<file path="config.mk">
export PLATFORM = sky130hd
export DESIGN_NAME = lcd_scan_timing
export DESIGN_NICKNAME = d
export VERILOG_FILES = /design/src/rtl/lcd_scan_pkg.sv /design/src/rtl/lcd_clk_src.sv /design/src/rtl/lcd_line_ctr.sv /design/src/rtl/lcd_row_latch.sv /design/src/rtl/lcd_drive_enc.sv /design/src/rtl/lcd_scan_timing.sv
export SDC_FILE = /design/constraint.sdc
export NUM_CORES = 1
export LEC_CHECK = 0
export BUFFER_PORTS_ARGS = -buffer_cell sky130_fd_sc_hd__buf_2
export CELL_PAD_IN_SITES_DETAIL_PLACEMENT = 1
export CELL_PAD_IN_SITES_GLOBAL_PLACEMENT = 1
export CORE_ASPECT_RATIO = 1.25
export CORE_MARGIN = 1
export CORE_UTILIZATION = 24
export DETAILED_ROUTE_END_ITERATION = 10
export HOLD_SLACK_MARGIN = 0.05
export PLACE_DENSITY = 0.85
export RECOVER_POWER = 25
export SLEW_MARGIN = 10
export SYNTH_ARGS = -nofsm -noshare
export SYNTH_HDL_FRONTEND = slang
export SYNTH_HIERARCHICAL = 1
export SYNTH_SLANG_ARGS = --single-unit
</file>
<file path="constraint.sdc">
create_clock -name clk_i -period 2.85 [get_ports clk_i]
set_clock_uncertainty 0.2 [all_clocks]
set_input_delay 0.4275 -clock clk_i [delete_from_list [all_inputs] [get_ports clk_i]]
set_output_delay 0.4275 -clock clk_i [all_outputs]
set_load 0.02 [all_outputs]
</file>
<file path="src/rtl/lcd_scan_pkg.sv">
package lcd_scan_pkg;
  typedef logic [1:0] lvl_t;
  localparam lvl_t LVL_LO  = 2'b00;
  localparam lvl_t LVL_MLO = 2'b01;
  localparam lvl_t LVL_MHI = 2'b10;
  localparam lvl_t LVL_HI  = 2'b11;

  function automatic lvl_t seg_code(input logic pix, input logic fr);
    if (pix) return fr ? LVL_LO : LVL_HI;
    return fr ? LVL_MHI : LVL_MLO;
  endfunction

  function automatic lvl_t com_code(input logic sel, input logic fr);
    if (sel) return fr ? LVL_HI : LVL_LO;
    return fr ? LVL_MLO : LVL_MHI;
  endfunction
endpackage

</file>
<file path="src/rtl/lcd_clk_src.sv">
module lcd_clk_src (
  input  logic master_i,
  input  logic clk_sel_i,
  input  logic osc_tick_i,
  input  logic ext_cl_i,
  output logic tick_o
);
  logic use_osc;
  assign use_osc = master_i & clk_sel_i;
  assign tick_o  = use_osc ? osc_tick_i : ext_cl_i;
endmodule

</file>
<file path="src/rtl/lcd_line_ctr.sv">
module lcd_line_ctr #(
  parameter int NUM_LINES = 65,
  localparam int LW = $clog2(NUM_LINES + 1)
) (
  input  logic          clk_i,
  input  logic          rst_ni,
  input  logic          tick_i,
  output logic [LW-1:0] line_o,
  output logic [LW-1:0] next_row_o,
  output logic          fr_o,
  output logic          stb_o
);
  localparam logic [LW-1:0] LAST = LW'(NUM_LINES);

  logic [LW-1:0] line_q;
  logic          fr_q, stb_q, wrap;

  assign wrap = (line_q == LAST);

  always_ff @(posedge clk_i or negedge rst_ni) begin
    if (!rst_ni) begin
      line_q <= LW'(1);
      fr_q   <= 1'b0;
      stb_q  <= 1'b0;
    end else begin
      stb_q <= tick_i;
      if (tick_i) begin
        line_q <= wrap ? LW'(1) : line_q + LW'(1);
        if (wrap) fr_q <= ~fr_q;
      end
    end
  end

  // row index of the line that the next tick enters
  assign next_row_o = wrap ? '0 : line_q;
  assign line_o     = line_q;
  assign fr_o       = fr_q;
  assign stb_o      = stb_q;
endmodule

</file>
<file path="src/rtl/lcd_row_latch.sv">
module lcd_row_latch #(
  parameter int NUM_SEG = 8
) (
  input  logic               clk_i,
  input  logic               rst_ni,
  input  logic               load_i,
  input  logic [NUM_SEG-1:0] row_i,
  input  logic               disp_on_i,
  input  logic               all_on_i,
  input  logic               rev_i,
  output logic [NUM_SEG-1:0] pix_o
);
  logic [NUM_SEG-1:0] row_q;

  always_ff @(posedge clk_i or negedge rst_ni) begin
    if (!rst_ni)     row_q <= '0;
    else if (load_i) row_q <= row_i;
  end

  // modifiers touch only the latch output
  always_comb begin
    if (!disp_on_i)    pix_o = '0;
    else if (all_on_i) pix_o = '1;
    else if (rev_i)    pix_o = ~row_q;
    else               pix_o = row_q;
  end
endmodule

</file>
<file path="src/rtl/lcd_drive_enc.sv">
module lcd_drive_enc
  import lcd_scan_pkg::*;
#(
  parameter int NUM_SEG   = 8,
  parameter int NUM_LINES = 65,
  localparam int LW = $clog2(NUM_LINES + 1)
) (
  input  logic [NUM_SEG-1:0]     pix_i,
  input  logic [LW-1:0]          line_i,
  input  logic                   fr_i,
  input  logic                   disp_on_i,
  output logic [NUM_LINES-1:0]   com_sel_o,
  output logic [2*NUM_SEG-1:0]   seg_lvl_o,
  output logic [2*NUM_LINES-1:0] com_lvl_o
);
  for (genvar i = 0; i < NUM_SEG; i++) begin : g_seg
    assign seg_lvl_o[2*i +: 2] = seg_code(pix_i[i], fr_i);
  end

  for (genvar j = 0; j < NUM_LINES; j++) begin : g_com
    assign com_sel_o[j]         = disp_on_i && (line_i == LW'(j + 1));
    assign com_lvl_o[2*j +: 2]  = com_code(com_sel_o[j], fr_i);
  end
endmodule

</file>
<file path="src/rtl/lcd_scan_timing.sv">
module lcd_scan_timing #(
  parameter int NUM_SEG   = 8,
  parameter int NUM_LINES = 65,
  localparam int LW = $clog2(NUM_LINES + 1)
) (
  input  logic                   clk_i,
  input  logic                   rst_ni,
  input  logic                   master_i,
  input  logic                   clk_sel_i,
  input  logic                   osc_tick_i,
  input  logic                   ext_cl_i,
  input  logic                   disp_on_i,
  input  logic                   all_on_i,
  input  logic                   rev_i,
  output logic [LW-1:0]          ram_addr_o,
  input  logic [NUM_SEG-1:0]     ram_rdata_i,
  output logic                   lat_stb_o,
  output logic                   fr_o,
  output logic [NUM_LINES-1:0]   com_sel_o,
  output logic [2*NUM_SEG-1:0]   seg_lvl_o,
  output logic [2*NUM_LINES-1:0] com_lvl_o
);
  logic               tick;
  logic [LW-1:0]      line;
  logic [NUM_SEG-1:0] pix;

  lcd_clk_src u_src (
    .master_i  (master_i),
    .clk_sel_i (clk_sel_i),
    .osc_tick_i(osc_tick_i),
    .ext_cl_i  (ext_cl_i),
    .tick_o    (tick)
  );

  lcd_line_ctr #(.NUM_LINES(NUM_LINES)) u_ctr (
    .clk_i     (clk_i),
    .rst_ni    (rst_ni),
    .tick_i    (tick),
    .line_o    (line),
    .next_row_o(ram_addr_o),
    .fr_o      (fr_o),
    .stb_o     (lat_stb_o)
  );

  lcd_row_latch #(.NUM_SEG(NUM_SEG)) u_lat (
    .clk_i    (clk_i),
    .rst_ni   (rst_ni),
    .load_i   (tick),
    .row_i    (ram_rdata_i),
    .disp_on_i(disp_on_i),
    .all_on_i (all_on_i),
    .rev_i    (rev_i),
    .pix_o    (pix)
  );

  lcd_drive_enc #(.NUM_SEG(NUM_SEG), .NUM_LINES(NUM_LINES)) u_enc (
    .pix_i    (pix),
    .line_i   (line),
    .fr_i     (fr_o),
    .disp_on_i(disp_on_i),
    .com_sel_o(com_sel_o),
    .seg_lvl_o(seg_lvl_o),
    .com_lvl_o(com_lvl_o)
  );
endmodule

</file>
==> summary.md, run 1 <==
| Metric | Value |
|---|---|
| Worst EP required | 2.22 ns |
| Register area share after synthesis | between 10 and 15% |
| Unique masters post-synth | 40 |
| Metal2 WL | 5350 µm |
| Sequential Area | between 400 and 500 µm² |
| Metal1 wirelength | 3880 µm |
| R2R depth | 5 |
| WS Path Type | reg2out |
| H-Tree Depth | 1 |
| FILL cells | 1,601 |
| Synthesized Nets | 434 |
| Setup violations, final | 0 |
| CP peak stage delay | 0.51 ns |
| Most common cell after layout, fill and taps aside | buf_2 |
| Total GRT Usage | between 10 and 15% |
| Top-area cell type share of the netlist area | 19.3% |
| First-pass GRT wire length | approximately 15,000 µm |
| Critical path's top delay family | buffers and inverters |
| Worst Hold Launch | ram_rdata_i[4] |
| RSZ-0062 raised after global routing | false |
| Worst min-delay path category | in2reg |
| Worst Hold Path Cells | 2 |
| CTS Buf Count | 3 |
| Max frequency | roughly 370 MHz |
| CTS Root Cell | clkbuf_16 |
| Clk slew on worst S/H paths | 0.05 ns |
| Metal3 WL | 652 µm |
| CP max stage cell | dfrtp_1 |
| Global placer's final weighted congestion | 0.747 |
| Via count | around 3k |
| Crit-path most repeated cell | buf_4 |
| Hold violation total from the final report | 0 |
| Psw | ~1100 µW |
| CTS tree | built |
| Internal power | 962 µW |
| N_diodes | 0 |
| Crit path max fanout | 12 |
| Placed inst area | around 3900 µm² |
| #FFs+latches synth | 17 |
| Area contributors post-synth | xnor2_1, buf_4, dfrtp_1 |
| R2R Path End | u_ctr/line_o[0] |
| Area taken by multi-input logic gates | 1830 µm² |
| Pre-Repair DR Iteration Count | 4 |
| Initial Util | 25.0% |
| Wirelength per Cell | 14.0 µm |
| Core outline area | 12,300 µm² |
| Remaining antenna violation count | 0 |
| Vias in the first global route | 2,925 |
| Status | finished clean |
| Leading cell types in the layout, fill and taps excluded | buf_2, xnor2_1, inv_1 |
| Reg power frac | roughly a quarter |
| Cell Area, Synth | 3080 µm² |
| DRC viols | 0 |
| Final instance area | 3980 µm² |
| Worst-margin pin slew | roughly 1 ns |
| Synthesis-to-finish area growth | 29.2% |
| Worst hold margin | 0.205 ns |
| Sink Count | 17 |
| Mapped Avg Cell Area | 7.72 µm² |
| Iteration-0 DRC Markers | ~140 |
| Ports | 237 |
| Worst-path cell chain | buf_4, nor4_1, buf_4, nand2_1, xnor2_1, buf_2 |
| Crit path arrival time | 2.04 ns |
| FF-to-FF setup slack | 0.77 ns |
| Crit path time final | 2.67 ns |
| HPWL Detailed | 8000 µm |
| Critical path depth | 6 |
| Peak supply drop | roughly 0.25 mV |
| Synth warn | 6 |
| Setup TNS | 0 ns |
| FF-to-FF Start | u_ctr/line_o[1] |
| Hold Path Sink | u_lat/row_q[4] |
| Die area | 13,300 µm² |
| Final period util | 93.7% |
| Max layer used | met4 |
| Max-cap violations | 0 |
| Switching Share | 53.3% |
| Slew HR | 35.0% |
| Clk pwr share | between 10 and 15% |
| Layout cells sized above 1 | between 40% and 50% |
| Final wirelength | 10,100 µm |
| Post-synth top area cell | xnor2_1 |
| WP buf/inv | 3 |
| Post-layout net count | just under 600 |
| Power density cells | 518 nW/µm² |
| # rows | 45 |
| Vias/cell | 4.21 |
| Largest net degree at the start of global routing | 88 |
| Part of the power in combinational logic | 62.6% |
| Post-CTS setup buffer count | 0 |
| CP endpoint kind | primary output |
| Leakage | ~0.0023 µW |
| # port buffers | about 240 |
| Post-Syn Instances | 399 |
| Pins Over Slew Limit | 0 |
| Clk buf depth | 2 |
| GR Overflow Total | 0 |
| Worst skew pair latency | roughly 0.25 ns |
| Die width | a little over 100 µm |
| Critical Path Source Type | flip-flop |
| Vert. Die Dim | 129 µm |
| Initial antenna violation count | 0 |
-- worst reg2reg max path: cells and delay by family, from the launching register on --
kind            cells  cell delay [ns]
compound gates      2             0.40
flops               1             0.76
simple gates        1             0.21
fa+ha+maj           1             0.22
buf+inv             1             0.18
-- repair_timing --
action                                  in CTS  in global routing
endpoints found under the setup margin       0                  1
hold buffers                                 1                  0
resized for setup                            0                  1
endpoints found under the hold margin       16                  0
-- worst max-delay path by stage --
stage,from,to,slack [ns]
2_1_floorplan,u_ctr/fr_o,seg_lvl_o[0],0.12
3_3_place_gp,disp_on_i,com_lvl_o[13],0.48
3_5_place_dp,disp_on_i,com_lvl_o[25],0.43
4_1_cts,u_ctr/line_o[1],com_lvl_o[111],0.16
5_1_grt,u_ctr/line_o[1],com_lvl_o[67],0.003
6_report,u_ctr/line_o[2],com_lvl_o[63],0.18
-- routing by layer --
metal / GRT usage [%] / vias to the layer above
met3: 2.17 / 12
met5: 0 / -
met1: 16.1 / 1405
met4: 4.06 / 0
met2: 28.3 / 140
li1: - / 1477
-- sequential cells by signal (all words and copies together) (netlist names) --
name          flops
u_ctr/fr_o        1
u_ctr/stb_o       1
u_lat/row_q       8
u_ctr/line_o      7
-- stage by stage --
stage / utilization [%] / instances / setup slack (ns) / total power (µW)
after detailed placement: 31.8 / 715 / 0.425 / 1790
final: 32.3 / 720 / 0.178 / 2060
after global placement: 31.8 / 715 / 0.477 / 1760
after floorplan: - / 399 / 0.119 / 1430
after CTS: 32.5 / 720 / 0.158 / 2090
after global routing: 32.3 / 720 / 0.00320 / 2220
-- logic make-up after synthesis --
| logic type | Yosys count | synth area share [%] |
|---|---|---|
| AOI/OAI and AO/OA | 16 | 3.78 |
| muxes | 9 | 3.41 |
| buffers and inverters | 147 | 27.0 |
| adders and majority gates | 18 | 7.31 |
| DFF | 17 | 13.9 |
| and+or+nand+nor | 115 | 22.8 |
| xor gates and xnor gates | 77 | 21.9 |
-- Yosys cell counts --
cell type and instances:
a211oi_1 1, a21boi_1 1, a21o_1 2, a21oi_1 2, and2_1 2, and4b_1 1
and4bb_2 8, and4bb_4 1, buf_1 4, buf_2 15, buf_4 65, buf_6 2
clkbuf_1 5, clkbuf_2 1, dfrtp_1 16, dfstp_2 1, ha_1 18, inv_1 54
inv_2 1, mux2_2 8, mux2_4 1, nand2_1 46, nand3_1 3, nand3_2 1
nand4_1 5, nand4b_1 5, nand4bb_1 2, nor2_1 19, nor2_2 5, nor2b_1 1
nor3_1 1, nor4_1 1, nor4b_2 4, nor4b_4 1, o21a_1 9, o2bb2ai_1 1
or2_2 8, or4b_4 1, xnor2_1 68, xor2_1 9
-- final cells by class --
class                      instances  share of cell area, %
clock buffer                       3                   1.89
clock inverter                     1                  0.189
inverter                          55                   5.19
multi-input combinational        235                   45.9
sequential                        17                   10.8
tap                              164                   5.16
timing repair buffer             245                   30.9
-- power groups by stage --
stage / registers, µW / logic [µW] / clock network [µW]
floorplan: 400 / 1030 / 0
global placement: 472 / 1290 / 0
detailed placement: 479 / 1310 / 0
CTS: 474 / 1320 / 300
global route: 504 / 1400 / 308
finish: 480 / 1290 / 290
No activity file was read; power rests on OpenSTA's default activity.
==> run 2, diff against run 1 <==
- GPL_TIMING_DRIVEN: default -> 1
- REMOVE_ABC_BUFFERS: default -> 1
==> summary.md, run 2 (synthesis gave the netlist of run 1 again) <==
| Metric | Value |
|---|---|
| Leakage | 0.00227 µW |
| FF-to-FF Start | u_ctr/line_o[1] |
| Vert. Die Dim | between 100 and 150 µm |
| Critical Path Source Type | flip-flop |
| Peak supply drop | approximately 0.3 mV |
| Leading cell types in the layout, fill and taps excluded | buf_2, xnor2_1, inv_1 |
| Final period util | 93.5% |
| First-pass GRT wire length | 15,400 µm |
| Iteration-0 DRC Markers | 39 |
| CP endpoint kind | primary output |
| Initial Util | 25.0% |
| Worst Hold Launch | ram_rdata_i[4] |
| Power density cells | 516 nW/µm² |
| Global placer's final weighted congestion | 0.810 |
| Max frequency | 375 MHz |
| N_diodes | 0 |
| Worst-path cell chain | nor4b_2, nand4_1, xnor2_1, buf_2 |
| Placed inst area | 3930 µm² |
| CP peak stage delay | around 0.64 ns |
| Initial antenna violation count | 0 |
| Sink Count | 17 |
| Worst min-delay path category | in2reg |
| Vias in the first global route | 2,814 |
| Final instance area | approximately 4000 µm² |
| Setup ws final | about 0.18 ns |
| Setup violations, final | 0 |
| Slew HR | 31.6% |
| Vias/cell | roughly 4.2 |
| Status | finished clean |
| FILL cells | 1,601 |
| Clk pwr share | roughly 14% |
| Via count | between 3k and 4k |
| Part of the power in combinational logic | 63.8% |
| Worst hold margin | 0.213 ns |
| Die area | 13,300 µm² |
| Switching Share | 52.8% |
| Clk buf depth | 2 |
| DRC viols | 0 |
| Wirelength per Cell | 14.7 µm |
| RSZ-0062 raised after global routing | false |
| Post-CTS setup buffer count | 0 |
| CTS tree | built |
| Ports | 237 |
| Final wirelength | about 11,000 µm |
| Core outline area | 12,300 µm² |
| Worst skew pair latency | approximately 0.25 ns |
| CP max stage cell | nor4b_2 |
| HPWL Detailed | 8990 µm |
| CP startpoint | u_ctr/line_o[1] |
| Worst EP required | 2.22 ns |
| Top reg by flops | u_lat/row_q |
| Crit path time final | 2.67 ns |
| Psw | between 1000 and 1500 µW |
| Remaining antenna violation count | 0 |
| # port buffers | 236 |
| WS Path Type | reg2out |
| Hold violation total from the final report | 0 |
| Clk slew on worst S/H paths | roughly 0.05 ns |
| Internal power | just under 1000 µW |
| CTS Root Cell | clkbuf_16 |
| H-Tree Depth | 1 |
| Max FFs per register | 8 |
| CTS Buf Count | 3 |
| Pins Over Slew Limit | 0 |
| # rows | 45 |
| Post-layout net count | 594 |
| Reg power frac | 22.4% |
| Pre-Repair DR Iteration Count | 4 |
| Dpl ws | 0.374 ns |
| Most common cell after layout, fill and taps aside | buf_2 |
| Largest net degree at the start of global routing | 88 |
| GR Overflow Total | 0 |
| Layout cells sized above 1 | between 40% and 50% |
| Synthesis-to-finish area growth | 29.0% |
| Total GRT Usage | 15.0% |
| Die width | 103 µm |
| Worst-margin pin slew | 1.03 ns |
| Max-cap violations | 0 |
| Crit path arrival time | 2.04 ns |
| Crit path max fanout | 13 |
-- run 2: cell count changes in the layout (fill, tap and decap cells not counted), sizes merged --
cell / before / now
clkinvlp: 1 / 0
buf: 216 / 217
clkbuf: 31 / 33
-- run 2: final cells by class --
cell class                      count  area (µm²)  share of cell area, %
Sequential cell                    17         428                   10.8
Timing Repair Buffer              247        1240                   31.3
Multi-Input combinational cell    235        1810                   45.6
Clock buffer                        4        78.8                   1.98
Inverter                           55         206                   5.20
Tap cell                          164         205                   5.17
-- run 2: metal layers --
| layer | share of wire (%) | track usage, % | wire length [µm] | up-vias |
|---|---|---|---|---|
| li1 | - | - | - | 1483 |
| met1 | 37 | 16.3 | 3950 | 1391 |
| met2 | 50 | 27.8 | 5340 | 150 |
| met3 | 12 | 6.14 | 1230 | 4 |
| met4 | 0.65 | 1.49 | 69 | 0 |
| met5 | 0 | 0 | 0 | - |
-- run 2: worst paths after layout --
path,end,slack [ns],cells past startpoint
worst max-delay path,com_lvl_o[129],0.18,4
worst min-delay path,u_lat/row_q[4],0.21,2
worst max register to register,u_ctr/line_o[2],0.98,5
worst min register to register,u_lat/row_q[2],0.33,1
max in group asynchronous,u_ctr/fr_o,1.07,2
min in group asynchronous,u_lat/row_q[4],0.69,2
-- run 2: power by group through the flow --
stage | Sequential, µW | Combinational, µW | Clock [µW]
2_1_floorplan | 569 | 726 | 0
3_3_place_gp | 458 | 1310 | 0
3_5_place_dp | 465 | 1340 | 0
4_1_cts | 460 | 1340 | 294
5_1_grt | 477 | 1420 | 310
6_report | 460 | 1310 | 282
-- run 2: metrics by stage --
stage          cells  power (µW)  utilization, %  TNS (ns)
6_report         722        2050            32.2         0
5_1_grt          722        2210            32.2         0
4_1_cts          722        2100            32.6         0
3_5_place_dp     717        1810            31.9         0
3_3_place_gp     717        1770            31.9         0
2_1_floorplan    307        1300               -  -1342.06
-- run 2: worst max-delay path, delay by kind of cell (launching register included) --
| family | cells | cell delay [ns] |
|---|---|---|
| xor+xnor | 1 | 0.19 |
| flops | 1 | 0.55 |
| simple gates | 2 | 0.87 |
| buf+inv | 1 | 0.19 |
-- run 2: timing repair --
action / 4_1_cts / 5_1_grt
hold buffers: 1 / 0
endpoints found under the hold margin: 16 / 0
resized for setup: 0 / 0
